`config.mk`:
```
export PLATFORM = sky130hd
export DESIGN_NAME = clkdiv_seq
export DESIGN_NICKNAME = d
export VERILOG_FILES = /design/src/rtl/clkdiv_seq_pkg.sv /design/src/rtl/clkdiv_refresh_table.sv /design/src/rtl/clkdiv_step_planner.sv /design/src/rtl/clkdiv_wait_timer.sv /design/src/rtl/clkdiv_seq.sv
export SDC_FILE = /design/constraint.sdc
export NUM_CORES = 1
export LEC_CHECK = 0
export BUFFER_PORTS_ARGS = -buffer_cell sky130_fd_sc_hd__buf_4
export CORE_MARGIN = 5
export CORE_UTILIZATION = 35
export DETAILED_ROUTE_END_ITERATION = 8
export PLACE_DENSITY = 0.59
export SLEW_MARGIN = 20
export SYNTH_ARGS = -nofsm -noshare
export SYNTH_HDL_FRONTEND = slang
export SYNTH_SLANG_ARGS = --single-unit
export TNS_END_PERCENT = 5
```
`constraint.sdc`:
```
create_clock -name clk -period 7.8 [get_ports clk]
set_clock_uncertainty 0.15 [all_clocks]
set_input_delay 1.17 -clock clk [delete_from_list [all_inputs] [get_ports clk]]
set_output_delay 1.17 -clock clk [all_outputs]
set_load 0.005 [all_outputs]
```
`src/rtl/clkdiv_seq_pkg.sv`:
```
package clkdiv_seq_pkg;

  localparam int unsigned IDX_W      = 3;
  localparam int unsigned NUM_RATIOS = 5;
  localparam int unsigned CODE_W     = 3;

  typedef enum logic [3:0] {
    ST_IDLE,
    ST_PLAN,
    ST_SREF_OFF,
    ST_CNT,
    ST_DRAIN,
    ST_DIV,
    ST_PLL,
    ST_SREF_ON
  } seq_state_e;

  // Select code driven to the clock generator for each ratio index.
  function automatic logic [CODE_W-1:0] idx_to_code(input logic [IDX_W-1:0] idx);
    logic [CODE_W-1:0] c;
    case (idx)
      3'd0:    c = 3'd0;
      3'd1:    c = 3'd1;
      3'd2:    c = 3'd3;
      3'd3:    c = 3'd2;
      3'd4:    c = 3'd4;
      default: c = 3'd0;
    endcase
    return c;
  endfunction

  // Divide ratio for each ratio index.
  function automatic logic [3:0] idx_to_ratio(input logic [IDX_W-1:0] idx);
    logic [3:0] r;
    case (idx)
      3'd0:    r = 4'd1;
      3'd1:    r = 4'd2;
      3'd2:    r = 4'd4;
      3'd3:    r = 4'd6;
      3'd4:    r = 4'd8;
      default: r = 4'd1;
    endcase
    return r;
  endfunction

  // Refresh count for one refresh per interval, at a given clock rate.
  function automatic int unsigned refresh_count(input longint unsigned hz,
                                                input int unsigned     ns,
                                                input int unsigned     clks,
                                                input int unsigned     ratio,
                                                input int unsigned     cnt_max);
    longint unsigned q;
    q = (hz * 64'(ns)) / (64'(clks) * 64'(ratio) * 64'd1_000_000_000);
    if (q > 64'(cnt_max)) q = 64'(cnt_max);
    return 32'(q);
  endfunction

endpackage

```
`src/rtl/clkdiv_refresh_table.sv`:
```
module clkdiv_refresh_table
  import clkdiv_seq_pkg::*;
#(
  parameter longint unsigned BASE_CLK_HZ   = 500_000_000,
  parameter int unsigned     REFRESH_NS    = 7800,
  parameter int unsigned     CLKS_PER_UNIT = 64,
  parameter int unsigned     CNT_W         = 7
) (
  input  logic [IDX_W-1:0] idx,
  output logic [CNT_W-1:0] count
);
  localparam int unsigned CNT_MAX = (1 << CNT_W) - 1;

  logic [CNT_W-1:0] tbl [NUM_RATIOS];

  for (genvar i = 0; i < NUM_RATIOS; i++) begin : g_entry
    localparam int unsigned VAL = refresh_count(BASE_CLK_HZ, REFRESH_NS, CLKS_PER_UNIT,
                                                32'(idx_to_ratio(IDX_W'(i))), CNT_MAX);
    assign tbl[i] = CNT_W'(VAL);
  end

  always_comb begin
    count = '0;
    for (int k = 0; k < NUM_RATIOS; k++) begin
      if (idx == IDX_W'(k)) count = tbl[k];
    end
  end
endmodule

```
`src/rtl/clkdiv_step_planner.sv`:
```
module clkdiv_step_planner
  import clkdiv_seq_pkg::*;
(
  input  logic [IDX_W-1:0] cur_idx,
  input  logic [IDX_W-1:0] tgt_idx,
  output logic [IDX_W-1:0] step_idx,
  output logic             step_rise
);
  logic via_half;

  // Full speed and deep divides never meet directly: route through index 1.
  always_comb begin
    via_half  = ((cur_idx == 3'd0) && (tgt_idx > 3'd1)) ||
                ((cur_idx > 3'd1) && (tgt_idx == 3'd0));
    step_idx  = via_half ? 3'd1 : tgt_idx;
    step_rise = step_idx > cur_idx;
  end
endmodule

```
`src/rtl/clkdiv_wait_timer.sv`:
```
module clkdiv_wait_timer #(
  parameter int unsigned W = 18
) (
  input  logic         clk,
  input  logic         rst_n,
  input  logic         load,
  input  logic [W-1:0] len,
  output logic         expired
);
  logic [W-1:0] left_q;

  always_ff @(posedge clk) begin
    if (!rst_n)             left_q <= '0;
    else if (load)          left_q <= len;
    else if (left_q != '0)  left_q <= left_q - 1'b1;
  end

  assign expired = (left_q <= W'(1));

  // a loaded interval starts at its full length
  a_r8_timer_load: assert property (@(posedge clk) disable iff (!rst_n)
    load |=> (left_q == $past(len)));
endmodule

```
`src/rtl/clkdiv_seq.sv`:
```
module clkdiv_seq
  import clkdiv_seq_pkg::*;
#(
  parameter longint unsigned BASE_CLK_HZ     = 500_000_000,
  parameter int unsigned     PLL_LOCK_CYCLES = 16,
  parameter int unsigned     REFRESH_NS      = 7800,
  parameter int unsigned     CLKS_PER_UNIT   = 64,
  parameter int unsigned     CNT_W           = 7,
  parameter int unsigned     CNT_LSB         = 8,
  parameter int unsigned     SREF_BIT        = 16
) (
  input  logic                clk,
  input  logic                rst_n,
  input  logic                req_valid,
  output logic                req_ready,
  input  logic [IDX_W-1:0]    req_idx,
  output logic                busy,
  output logic                done,
  output logic                err,
  output logic [CODE_W-1:0]   div_sel,
  output logic [SREF_BIT:0]   mem_ctl
);
  localparam int unsigned MCTL_W  = SREF_BIT + 1;
  localparam int unsigned RATIO_W = 4;
  localparam int unsigned DRAIN_W = CNT_W + 1 + $clog2(CLKS_PER_UNIT) + RATIO_W;
  localparam int unsigned PLL_W   = $clog2(PLL_LOCK_CYCLES + 1);
  localparam int unsigned TMR_W   = (DRAIN_W > PLL_W) ? DRAIN_W : PLL_W;
  localparam int unsigned CNT_MAX = (1 << CNT_W) - 1;
  localparam logic [CNT_W-1:0] RESET_CNT =
    CNT_W'(refresh_count(BASE_CLK_HZ, REFRESH_NS, CLKS_PER_UNIT, 1, CNT_MAX));

  seq_state_e        state_q;
  logic [IDX_W-1:0]  cur_q, tgt_q, step_q, prev_q;
  logic              bad_q, rise_q, sref_q, done_q, err_q;
  logic [CNT_W-1:0]  cnt_q;
  logic [CODE_W-1:0] div_q;

  logic [IDX_W-1:0]  plan_step;
  logic              plan_rise;
  logic [CNT_W-1:0]  new_cnt;
  logic              tmr_load, tmr_expired;
  logic [TMR_W-1:0]  tmr_len, drain_len;

  clkdiv_step_planner u_planner (
    .cur_idx   (cur_q),
    .tgt_idx   (tgt_q),
    .step_idx  (plan_step),
    .step_rise (plan_rise)
  );

  clkdiv_refresh_table #(
    .BASE_CLK_HZ   (BASE_CLK_HZ),
    .REFRESH_NS    (REFRESH_NS),
    .CLKS_PER_UNIT (CLKS_PER_UNIT),
    .CNT_W         (CNT_W)
  ) u_table (
    .idx   (step_q),
    .count (new_cnt)
  );

  clkdiv_wait_timer #(.W(TMR_W)) u_timer (
    .clk     (clk),
    .rst_n   (rst_n),
    .load    (tmr_load),
    .len     (tmr_len),
    .expired (tmr_expired)
  );

  // Drain interval: both counts must run out at the old clock rate.
  always_comb begin
    drain_len = (TMR_W'(cnt_q) + TMR_W'(new_cnt)) * TMR_W'(CLKS_PER_UNIT)
                * TMR_W'(idx_to_ratio(cur_q));
  end

  always_comb begin
    tmr_load = 1'b0;
    tmr_len  = '0;
    if (state_q == ST_DIV) begin
      tmr_load = 1'b1;
      tmr_len  = TMR_W'(PLL_LOCK_CYCLES);
    end else if (state_q == ST_CNT && rise_q && !sref_q) begin
      tmr_load = 1'b1;
      tmr_len  = drain_len;
    end
  end

  always_ff @(posedge clk) begin
    if (!rst_n) begin
      state_q <= ST_IDLE;
      cur_q   <= '0;
      tgt_q   <= '0;
      step_q  <= '0;
      prev_q  <= '0;
      bad_q   <= 1'b0;
      rise_q  <= 1'b0;
      sref_q  <= 1'b0;
      cnt_q   <= RESET_CNT;
      div_q   <= idx_to_code(3'd0);
      done_q  <= 1'b0;
      err_q   <= 1'b0;
    end else begin
      done_q <= 1'b0;
      case (state_q)
        ST_IDLE: begin
          if (req_valid) begin
            tgt_q   <= req_idx;
            bad_q   <= (req_idx >= IDX_W'(NUM_RATIOS));
            err_q   <= 1'b0;
            state_q <= ST_PLAN;
          end
        end
        ST_PLAN: begin
          if (bad_q || cur_q == tgt_q) begin
            done_q  <= 1'b1;
            err_q   <= bad_q;
            state_q <= ST_IDLE;
          end else begin
            step_q <= plan_step;
            rise_q <= plan_rise;
            if (cur_q == 3'd1 && plan_step == 3'd0) state_q <= ST_SREF_OFF;
            else if (plan_rise)                     state_q <= ST_CNT;
            else                                    state_q <= ST_DIV;
          end
        end
        ST_SREF_OFF: begin
          sref_q  <= 1'b0;
          state_q <= ST_DIV;
        end
        ST_CNT: begin
          cnt_q <= new_cnt;
          if (rise_q) state_q <= sref_q ? ST_DIV : ST_DRAIN;
          else        state_q <= ST_PLAN;
        end
        ST_DRAIN: begin
          if (tmr_expired) state_q <= ST_DIV;
        end
        ST_DIV: begin
          div_q   <= idx_to_code(step_q);
          prev_q  <= cur_q;
          cur_q   <= step_q;
          state_q <= ST_PLL;
        end
        ST_PLL: begin
          if (tmr_expired) begin
            if (prev_q == 3'd0 && cur_q == 3'd1) state_q <= ST_SREF_ON;
            else if (!rise_q)                    state_q <= ST_CNT;
            else                                 state_q <= ST_PLAN;
          end
        end
        ST_SREF_ON: begin
          sref_q  <= 1'b1;
          state_q <= ST_PLAN;
        end
        default: state_q <= ST_IDLE;
      endcase
    end
  end

  always_comb begin
    mem_ctl                          = '0;
    mem_ctl[SREF_BIT]                = sref_q;
    mem_ctl[CNT_LSB +: CNT_W]        = cnt_q;
  end

  assign busy      = (state_q != ST_IDLE);
  assign req_ready = (state_q == ST_IDLE);
  assign done      = done_q;
  assign err       = err_q;
  assign div_sel   = div_q;

  // only legal select codes reach the clock generator
  a_r1_legal_code: assert property (@(posedge clk) disable iff (!rst_n)
    div_q inside {3'd0, 3'd1, 3'd2, 3'd3, 3'd4});

  // leaving full speed always lands on divide-by-2
  a_r5_leave_full: assert property (@(posedge clk) disable iff (!rst_n)
    ($past(div_q) == 3'd0 && div_q != 3'd0) |-> div_q == 3'd1);

  // reaching full speed always comes from divide-by-2
  a_r5_reach_full: assert property (@(posedge clk) disable iff (!rst_n)
    ($past(div_q) != 3'd0 && div_q == 3'd0) |-> $past(div_q) == 3'd1);

  // self-refresh is never on while running at full speed
  a_r3_no_sref_at_full: assert property (@(posedge clk) disable iff (!rst_n)
    (div_q == 3'd0) |-> !sref_q);

  // the memory word stays put right after a divider write
  a_r7_pll_quiet: assert property (@(posedge clk) disable iff (!rst_n)
    (div_q != $past(div_q)) |=> ($stable(sref_q) && $stable(cnt_q)));

  // done lasts one cycle
  a_r11_done_pulse: assert property (@(posedge clk) disable iff (!rst_n)
    done_q |=> !done_q);

  // a request offered while busy leaves the target alone
  a_r11_ignore_busy: assert property (@(posedge clk) disable iff (!rst_n)
    (busy && req_valid) |=> $stable(tgt_q));
endmodule

```
==> results.md, run 1 <==
* Outcome: completed
* Synth top area cells: dfxtp_1, ha_1, fa_1
* Layout Utilization at 38.5%
* Die footprint at 12400 sq um
* Peak supply drop at 0.134 mV
* Area leader, netlist: dfxtp_1
* Layout cell share with drive strength beyond 1 at 8.84%
* CTS Hold Bufs at 0
* Main synth FF type: dfxtp_1
* Leakage dissipation at ~1.6 nW
* Final hold vios at 0
* Hold depth at 2
* Final antenna diode count at 0
* Nets@finish at around 500
* Final setup vio count at 0
* Clk slew on worst S/H paths at about 0.09 ns
* Worst-path fanout max at 10
* Slew Limit Headroom at 50.6%
* Top post-synthesis cells by count: nor2_1, dfxtp_1, a21oi_1
* Post-Route WL at roughly 8.1 mm
* R2R cell count at 18
* Routed Antenna Nets at 0
* Max Freq at 193 MHz
* Final Power at ~0.0012 W
* Area Overhead vs Synth at 8.75%
* H-tree depth at 2
* FILL cells at 1085
* Die Wd at roughly 110 microns
* EDFF count, synth at 0
* Num CTS Buffers at 5
* Fraction of post-synthesis cell area in the top cell type by area at 26.1%
* Total track usage at a little over an eighth
* Global route overflow at 0
* Synth Register Bits at 47
* PwrDens at 297 nW/um^2
* Avg WL per Cell at 13.4 microns
* Min-Delay Path Class: reg -> reg
* Post-Syn Instances at 458
* Synth warnings at 0
* TritonRoute pass-1 iters at 4
* Slew Limit Fails at 0
* Max cap viols at 0
* Post-route DRC violation count at 0
* Crit path kind: reg -> reg
* Arr. time, crit path at 5.28 ns
* Post-CTS Setup Bufs at 0
* Initial antenna violation count at 0
* Critical Path RT at 7.89 ns
* DR vias at between 3k and 4k
* Core area at a little over 10000 sq um
* Port bufs at 19
* Minimum clock period at 5.19 ns
* Vias in the first global route at 2898
* Iteration-0 DRC Markers at 171
* Ys async rst share at 0%
* Crit. End Element: register
* Post-synthesis sequential area ratio at between 20% and 30%
* Largest net degree at the start of global routing at 27
* DR vias/cell at 5.13
* Top-level I/O count at 30
* Post-Syn Area per Cell at just under 8 sq um
* # resized after CTS at 0
* Row count at 37
* Most frequent cell after synthesis: nor2_1
* RSZ-0062 raised after global routing: false
* Startpoint Class: register
* TNS Setup at 0 ns
* CTS tree: built
* CTS Sinks at 47
* Crit share post-route at 66.5%
* Clk buf depth at 2
* Die H at 111 microns
* Starting Density at 35.4%
* Hpwl dp at slightly above 6 mm
* Post-Syn Area at 3600 sq um
* Cell variety after synth at 58
* Clock Latency Late Sink at 0.31 ns
* First-pass GRT wire length at 13.8 mm
* Worst Tran Pin Value at 0.735 ns
* Root Driver: clkbuf_8
* RePlAce Congestion at slightly below 0.8
[cell usage in the layout (no fill, tap or decap), types with 3 or more instances in the layout]
| cell | synthesis | routed |
|---|---|---|
| nand4_1 | 6 | 6 |
| mux2i_1 | 5 | 5 |
| nand2_1 | 35 | 35 |
| dfxtp_1 | 47 | 47 |
| a21oi_1 | 39 | 39 |
| ha_1 | 26 | 26 |
| conb_1 | 1 | 10 |
| and3_1 | 4 | 4 |
| nand3_1 | 16 | 16 |
| a211oi_1 | 3 | 3 |
| o21ai_0 | 17 | 17 |
| o21a_1 | 5 | 5 |
| buf_4 | 11 | 21 |
| nor2b_1 | 6 | 6 |
| xnor2_1 | 23 | 23 |
| a22oi_1 | 5 | 5 |
| nor2_1 | 56 | 56 |
| nor4_1 | 5 | 4 |
| a21o_1 | 4 | 4 |
| and2_1 | 5 | 5 |
| or3_1 | 3 | 3 |
| xor2_1 | 3 | 3 |
| o211ai_1 | 3 | 3 |
| nand2b_1 | 10 | 10 |
| clkbuf_8 | 0 | 6 |
| nand3b_1 | 3 | 3 |
| o31ai_1 | 3 | 3 |
| or2_2 | 4 | 4 |
| fa_1 | 11 | 11 |
| inv_1 | 32 | 32 |
| nor3_1 | 17 | 17 |
[state kept, by name, summed over array words and instances, names as in the netlist]
register and cells:
u_timer.left_q 18, cnt_q 6, cur_q 3, div_sel 3
prev_q 3, state_q 3, step_q 3, tgt_q 3
bad_q 1, done 1, err 1, rise_q 1
sref_q 1
[path summary, 6_finish.rpt]
kind	startpoint	endpoint	slack (ns)
worst max-delay path	step_q[1]$_SDFFE_PN0P_	u_timer.left_q[14]$_SDFFE_PN0P_	2.61
worst min-delay path	prev_q[0]$_SDFFE_PN0P_	prev_q[0]$_SDFFE_PN0P_	0.31
worst max register to register	step_q[1]$_SDFFE_PN0P_	u_timer.left_q[14]$_SDFFE_PN0P_	2.61
worst min register to register	prev_q[0]$_SDFFE_PN0P_	prev_q[0]$_SDFFE_PN0P_	0.31
[layer usage]
metal  vias to the layer above  routed length (microns)  track usage [%]
li1                       1576                        -                -
met1                      1435                     3960             18.1
met2                        54                     3660             20.6
met3                        12                      329             2.50
met4                         0                      120             3.97
met5                         -                        0                0
[power breakdown]
group          leakage [nW]  internal (W)  switching, W
combinational          1.16      0.000256      0.000351
clock                0.0612      0.000104     0.0000858
sequential            0.383      0.000297     0.0000714
[cells by family (layout without fill, tap and decap cells)]
logic type                 after synthesis  count (layout)  synth area share [%]
and+or+nand+nor                        175             175                  23.4
muxes                                    5               5                  1.39
DFF                                     47              47                  26.1
other                                    1              10                 0.104
buffers and inverters                   65              62                  8.16
adders and majority gates               37              37                  15.1
AOI/OAI and AO/OA                      102             102                  19.4
xor gates and xnor gates                26              26                  6.32
[final cells by class]
type	instances	area, sq um	area share (%)
multi-input cells	355	2410	61.5
clock buffers	6	82.6	2.11
inverters	33	124	3.16
well taps	136	170	4.34
flip-flops and latches	47	941	24.0
repair buffers	21	158	4.02
clock inverters	2	35.0	0.894
[through the flow]
stage	cell area (sq um)	cells	hold WS [ns]	worst slack, ns
6_report	3920	600	0.309	2.61
5_1_grt	3920	600	0.332	2.08
4_1_cts	3910	600	0.311	2.60
3_5_place_dp	3790	592	0.297	2.64
3_3_place_gp	3790	592	0.289	2.84
2_1_floorplan	3640	467	0.281	2.99
[worst max-delay path: stages, from the launching register on]
cell       delay [ns]
dfxtp_1          0.52
nor2_1           0.12
xnor2_1          0.26
ha_1             0.28
a21o_1           0.17
a21oi_1          0.26
o21ai_0          0.13
a311oi_1         0.51
nor2_1           0.13
fa_1             0.50
inv_1            0.05
fa_1             0.52
inv_1            0.04
ha_1             0.36
and3_1           0.22
a2111oi_0        0.50
xnor2_1          0.18
nand2_1          0.07
a21oi_1          0.15
No activity file was read; power rests on OpenSTA's default activity.
==> run 2, diff against run 1 <==
- clock period: 7.8 -> 4.9 ns (I/O delays scaled with it)
==> results.md, run 2 (synthesis gave the netlist of run 1 again) <==
* Outcome: completed
* Routed wl met3 at 289 microns (-12%)
* Starting Density at 35.4% (unchanged)
* Arr. time, crit path at 4.71 ns (-0.57 ns)
* Area Overhead vs Synth at 9.03%
* Worst path max stage delay at 0.52 ns (about the same)
* Total track usage at 12.8% (-0.29 points)
* DP Area at 3820 sq um (+0.79%)
* Largest register FFs at 18 (unchanged)
* Die footprint at 12400 sq um (unchanged)
* Commonest non-fill, non-tap cells in the layout: nor2_1, dfxtp_1, a21oi_1, nand2_1, inv_1
* Hpwl dp at 6.16 mm (-0.82%)
* Post-CTS Setup Bufs at 0 (unchanged)
* Iteration-0 DRC Markers at 220 (+29%)
* Post-Route WL at 7.98 mm (-1.1%)
* TritonRoute pass-1 iters at 4 (unchanged)
* Avg WL per Cell at 13.2 microns (-1.6%)
* Critical path depth at 18 (unchanged)
* Peak supply drop at 0.193 mV (+44%)
* Vias in the first global route at 2986 (+3.0%)
* Non-Filler Instances at 603 (+0.50%)
* Routed Antenna Nets at 0 (unchanged)
* Dpl cells at 596 (+0.68%)
* Worst Tran Pin Value at 0.738 ns (+0.00309 ns)
* Post-route DRC violation count at 0 (unchanged)
* Clk buf depth at 2 (unchanged)
* CTS Hold Bufs at 0 (unchanged)
* Commonest non-fill, non-tap cell in the layout: nor2_1
* Root Driver: clkbuf_8
* RSZ-0062 raised after global routing: false
* Setup slack, reg-to-reg at 0.28 ns (-2.33 ns)
* Worst-path fanout max at 7 (-3)
* Row count at 37 (unchanged)
* Initial antenna violation count at 0 (unchanged)
* Clk slew on worst S/H paths at 0.09 ns (about the same)
* Top sig layer: met4
* Min-Delay Path Class: reg -> reg
* Final setup vio count at 0 (unchanged)
* Die Wd at 111 microns (unchanged)
* Metal-1 WL at 3.97 mm (+0.35%)
* Slew Limit Headroom at 50.4% (-0.18 points)
* Die H at 111 microns (unchanged)
* PwrDens at 460 nW/um^2 (+55%)
* Final antenna diode count at 0 (unchanged)
* Layout cell share with drive strength beyond 1 at 10.1% (+1.2 points)
* WP buf/inv at 2 (unchanged)
* FILL cells at 1090 (+0.46%)
* Top reg by flops: u_timer.left_q
* Sequential cell area at 943 sq um (+0.27%)
* DR vias at 3075 (-0.065%)
* Slew Limit Fails at 0 (unchanged)
* DR vias/cell at 5.10 (-0.56%)
* Worst setup startpoint: step_q[1]$_SDFFE_PN0P_
* Multi-input logic area at 2420 sq um (+0.31%)
* Global route overflow at 0 (unchanged)
* Top-level I/O count at 30 (unchanged)
* TNS Setup at 0 ns (unchanged)
* Num CTS Buffers at 5 (unchanged)
* Crit share post-route at 94.2% (+28 points)
* RePlAce Congestion at 0.808 (+2.0%)
* CTS tree: built
* Critical Path RT at 4.99 ns (-2.90 ns)
* FF-to-FF End: u_timer.left_q[14]$_SDFFE_PN0P_
* CTS Sinks at 47 (unchanged)
* Max Freq at 217 MHz (+12%)
* Leakage dissipation at 1.61 nW (+0.53%)
* RR Startpoint: step_q[1]$_SDFFE_PN0P_
* Clock Latency Late Sink at 0.30 ns (about the same)
* Layout Utilization at 38.6% (+0.098 points)
* Crit path cell chain: nor2_1 > xnor2_1 > ha_1 > a21o_1 > a21oi_1 > o21ai_0 > a311oi_2 > nor2_1 > fa_1 > inv_1 > fa_1 > inv_1 > ha_1 > and3_1 > a2111oi_1 > xnor2_1 > nand2_1 > a21oi_1
* Port bufs at 19 (unchanged)
* Nets@finish at 510 (+0.79%)
* Largest net degree at the start of global routing at 27 (unchanged)
* H-tree depth at 2 (unchanged)
* Startpoint Class: register
* Crit-path slowest cell: fa_1
* First-pass GRT wire length at 13.6 mm (-1.2%)
* Max cap viols at 0 (unchanged)
* Core area at 10200 sq um (unchanged)
* R2R cell count at 18 (unchanged)
* Minimum clock period at 4.62 ns (-0.569 ns)
* DR WL met2 at 3.60 mm (-1.7%)
* Crit. End Element: register
* Critical Path Sink: u_timer.left_q[14]$_SDFFE_PN0P_
* Cell family with most CP delay: adder cells
* Regs by FF count: u_timer.left_q x18, cnt_q x6
* Final hold vios at 0 (unchanged)
* Finished Cell Area at 3930 sq um (+0.26%)
* Crit path kind: reg -> reg
[run 2: cell count changes in the layout (fill, tap and decap cells not counted), sizes merged]
cell / before / now
bufinv: 1 / 0
buf: 21 / 25
[run 2: area by class of cell]
cell class	instances	area share, %
inverter	33	3.15
tap	136	4.33
clock inverter	1	0.127
clock buffer	6	2.10
sequential	47	24.0
multi-input combinational	355	61.5
timing repair buffer	25	4.78
[run 2: worst register-to-register path, stage by stage, from the launching register on]
cell,delay (ns)
dfxtp_2,0.39
nor2_1,0.08
xnor2_1,0.23
ha_1,0.28
a21o_1,0.17
a21oi_1,0.25
o21ai_0,0.15
a311oi_2,0.30
nor2_1,0.10
fa_1,0.49
inv_1,0.05
fa_1,0.52
inv_1,0.04
ha_1,0.31
and3_1,0.20
a2111oi_1,0.45
xnor2_1,0.17
nand2_1,0.07
a21oi_1,0.15
[run 2: timing repair]
action | CTS | global route
hold endpoints to repair | 0 | 0
resized for setup | 0 | 4
endpoints found under the setup margin | 0 | 5
[run 2: how the worst min path moves through the flow]
| stage | startpoint | endpoint | slack (ns) | cells after the start |
|---|---|---|---|---|
| 6_report | prev_q[2]$_SDFFE_PN0P_ | prev_q[2]$_SDFFE_PN0P_ | 0.31 | 2 |
| 5_1_grt | prev_q[2]$_SDFFE_PN0P_ | prev_q[2]$_SDFFE_PN0P_ | 0.34 | 2 |
| 4_1_cts | prev_q[2]$_SDFFE_PN0P_ | prev_q[2]$_SDFFE_PN0P_ | 0.31 | 2 |
| 3_5_place_dp | prev_q[2]$_SDFFE_PN0P_ | prev_q[2]$_SDFFE_PN0P_ | 0.30 | 2 |
| 3_3_place_gp | prev_q[1]$_SDFFE_PN0P_ | prev_q[1]$_SDFFE_PN0P_ | 0.29 | 2 |
| 2_1_floorplan | prev_q[2]$_SDFFE_PN0P_ | prev_q[2]$_SDFFE_PN0P_ | 0.28 | 2 |
[run 2: metal layers]
metal	vias up	GRT usage [%]
li1	1582	-
met1	1432	17.3
met2	50	20.3
met3	11	2.77
met4	0	4.14
met5	-	0
[run 2: per-stage QoR]
| stage | power, W | hold WS [ns] | setup slack, ns |
|---|---|---|---|
| floorplan | 0.00135 | 0.281 | 0.0937 |
| global placement | 0.00155 | 0.290 | 0.221 |
| detailed placement | 0.00155 | 0.296 | 0.0972 |
| CTS | 0.00180 | 0.308 | 0.0830 |
| global route | 0.00197 | 0.335 | 0.0119 |
| finish | 0.00181 | 0.310 | 0.284 |
[run 2: power breakdown]
part	leakage, nW	internal [W]	switching (W)
Clock	0.0470	0.000111	0.000130
Combinational	1.18	0.000417	0.000562
Sequential	0.384	0.000473	0.000115
Total	1.61	0.00100	0.000806
==> run 3, diff against run 2 <==
- ABC_AREA: unset -> 1
==> results.md, run 3 <==
* Crit path kind: reg -> reg
* Startpoint Class: register
* Peak supply drop at 0.210 mV (+9.0%)
* RePlAce Congestion at 0.853 (+5.6%)
* Regs by FF count: u_timer.left_q x18, cnt_q x6
* Clock network power share at 11.5% (-1.8 points)
* Final setup vio count at 0 (unchanged)
* Top reg by flops: u_timer.left_q
* Starting Density at 35.8% (+0.37 points)
* Synth top area cells: dfxtp_1, nand2_1, ha_1
* Core area at 10300 sq um (+1.4%)
* Largest net degree at the start of global routing at 28 (+3.7%)
* Post-Route WL at 8.45 mm (+5.9%)
* FILL cells at 1098 (+0.73%)
* Final hold vios at 0 (unchanged)
* RSZ-0062 raised after global routing: false
* DR vias/cell at 4.81 (-5.8%)
* # resized after CTS at 0 (unchanged)
* Worst Slack Setup Final at 0.405 ns (+0.121 ns)
* Clock Latency Late Sink at 0.31 ns (about the same)
* Max Freq at 222 MHz (+2.7%)
* Sequential cell area at 941 sq um (-0.27%)
* Internal at 0.00125 W (+25%)
* Most frequent CP cell: inv_1
* Post-Syn Instances at 537 (+17%)
* Worst path max stage delay at 0.52 ns (about the same)
* Post-CTS Setup Bufs at 0 (unchanged)
* Slew Limit Fails at 0 (unchanged)
* Root Driver: clkbuf_8
* Largest register FFs at 18 (unchanged)
* Min-Delay Path Class: reg -> reg
* Sw frac at 51.1% (+6.4 points)
* Total track usage at 13.6% (+0.87 points)
* Post-Place Setup Slack at 0.423 ns (+0.326 ns)
* Post-Syn Area at 3690 sq um (+2.4%)
* PwrDens at 637 nW/um^2 (+38%)
* DR vias at 3311 (+7.7%)
* Logic pwr share at 64.2% (+10 points)
* Commonest non-fill, non-tap cells in the layout: nand2_1, nor2_1, inv_1, dfxtp_1, a21oi_1
* Top post-synthesis cells by count: nand2_1, nor2_1, inv_1
* Ys async rst share at 0% (unchanged)
* Leakage dissipation at 1.92 nW (+19%)
* Die footprint at 12700 sq um (+2.2%)
* Post-synthesis sequential area ratio at 25.5% (-0.62 points)
* TNS Setup at 0 ns (unchanged)
* Critical Path RT at 4.95 ns (-0.04 ns)
* Iteration-0 DRC Markers at 158 (-28%)
* Layout cell share with drive strength beyond 1 at 11.2% (+1.1 points)
* Port bufs at 19 (unchanged)
* Die H at 113 microns (+1.1%)
* Arr. time, crit path at 4.55 ns (-0.16 ns)
* Slew Limit Headroom at 62.6% (+12 points)
* Fraction of post-synthesis cell area in the top cell type by area at 25.5% (-0.62 points)
* CTS Hold Bufs at 0 (unchanged)
* Avg WL per Cell at 12.3 microns (-7.3%)
* Num CTS Buffers at 5 (unchanged)
* Clk buf depth at 2 (unchanged)
* Post-Syn Area per Cell at 6.87 sq um (-13%)
* CTS tree: built
* H-tree depth at 2 (unchanged)
* Most frequent cell after synthesis: nand2_1
* Outcome: completed
* Routed Antenna Nets at 0 (unchanged)
* Max cap viols at 0 (unchanged)
* Main synth FF type: dfxtp_1
* Final antenna diode count at 0 (unchanged)
* EDFF count, synth at 0 (unchanged)
* Dpl cells at 681 (+14%)
* Global route overflow at 0 (unchanged)
* Vias in the first global route at 3168 (+6.1%)
* Non-Filler Instances at 689 (+14%)
* Final Power at 0.00256 W (+41%)
* Commonest non-fill, non-tap cell in the layout: nand2_1
* Clk slew on worst S/H paths at 0.09 ns (about the same)
* Area Overhead vs Synth at 8.71%
* Initial antenna violation count at 0 (unchanged)
* Area leader, netlist: dfxtp_1
* Top-level I/O count at 30 (unchanged)
* Worst Tran Pin Value at 0.561 ns (-0.178 ns)
* TritonRoute pass-1 iters at 4 (unchanged)
* Cell variety after synth at 40 (-31%)
* Setup slack, reg-to-reg at 0.41 ns (+0.12 ns)
* Crit share post-route at 91.7% (-2.5 points)
* First-pass GRT wire length at 14.7 mm (+8.1%)
* Hpwl dp at 6.69 mm (+8.6%)
* Crit. End Element: register
* Crit path cell chain: inv_1 > nor2_1 > nand2_1 > nand2_1 > ha_1 > inv_1 > fa_1 > o211ai_1 > xnor2_1 > nor2_1 > fa_1 > inv_1 > fa_1 > inv_1 > ha_1 > inv_1 > nand2_1 > nand3_1 > nand2_1 > or2_2 > nand3_1 > a21oi_1
* Synth warnings at 0 (unchanged)
* Crit-path slowest cell: fa_1
* Synth Register Bits at 47 (unchanged)
* Switch Pwr at 0.00131 W (+62%)
* Register share of total power at 24.3% (-8.2 points)
* Nets@finish at 595 (+17%)
* Multi-input logic area at 2370 sq um (-1.8%)
* Worst-path fanout max at 6 (-1)
* Minimum clock period at 4.49 ns (-0.121 ns)
* CTS Sinks at 47 (unchanged)
* Row count at 37 (unchanged)
* Post-route DRC violation count at 0 (unchanged)
* Die Wd at 113 microns (+1.1%)
-- run 3: cell types whose count changed in the layout (fill, tap and decap cells not counted), sizes merged, moves of 6 or more --
cell	change
nor2	+33
inv	+41
nand3	+19
nor3	-8
o21ai	+14
nand2	+71
buf	-6
nand2b	-10
xnor2	-14
nor2b	-6
-- run 3: critical path, delay by kind of cell (launching register included) --
| family | cells | cell delay (ns) |
|---|---|---|
| xor+xnor | 1 | 0.23 |
| buf+inv | 5 | 0.35 |
| simple gates | 9 | 0.99 |
| compound gates | 2 | 0.32 |
| flops | 1 | 0.43 |
| fa+ha+maj | 5 | 1.91 |
-- run 3: final timing paths --
kind                                from                               to  cells past startpoint
setup / recovery  step_q[1]$_SDFFE_PN0P_  u_timer.left_q[14]$_SDFFE_PN0P_                     22
hold / removal        bad_q$_SDFFE_PN0P_               bad_q$_SDFFE_PN0P_                      2
setup reg to reg  step_q[1]$_SDFFE_PN0P_  u_timer.left_q[14]$_SDFFE_PN0P_                     22
hold reg to reg       bad_q$_SDFFE_PN0P_               bad_q$_SDFFE_PN0P_                      2
-- run 3: cells by family after synthesis --
kind of cell               count (synthesis)  synth area share, %
and+or+nand+nor                          260                 32.9
buffers and inverters                     93                 11.2
AOI/OAI and AO/OA                         85                 12.2
DFF                                       47                 25.5
adders and majority gates                 37                 14.8
xor gates and xnor gates                  14                 3.32
other                                      1                0.102
-- run 3: per-stage QoR --
step | hold WS [ns] | utilization [%] | area, sq um
after floorplan | 0.295 | - | 3720
after global placement | 0.309 | 37.8 | 3900
after detailed placement | 0.310 | 37.8 | 3900
after CTS | 0.325 | 38.9 | 4010
after global routing | 0.346 | 38.9 | 4010
final | 0.324 | 38.9 | 4010
-- run 3: cell type report --
type / instances / area share (%)
multi-input combinational: 406 / 59.1
sequential: 47 / 23.4
inverter: 73 / 6.83
tap: 136 / 4.24
timing repair buffer: 19 / 3.55
clock buffer: 5 / 1.71
clock inverter: 3 / 1.09
-- run 3: power groups by stage --
stage / clock, W / combinational, W / sequential (W)
after global routing: 0.000324 / 0.00189 / 0.000642
after detailed placement: 0 / 0.00163 / 0.000630
final: 0.000294 / 0.00164 / 0.000622
after floorplan: 0 / 0.00131 / 0.000598
after CTS: 0.000303 / 0.00164 / 0.000622
after global placement: 0 / 0.00161 / 0.000626
-- run 3: layer usage --
metal | wire length [microns] | global-route usage (%) | vias to the layer above
li1 | - | - | 1735
met5 | 0 | 0 | -
met4 | 30 | 3.45 | 0
met3 | 300 | 2.30 | 5
met1 | 4090 | 18.5 | 1524
met2 | 4030 | 22.6 | 47
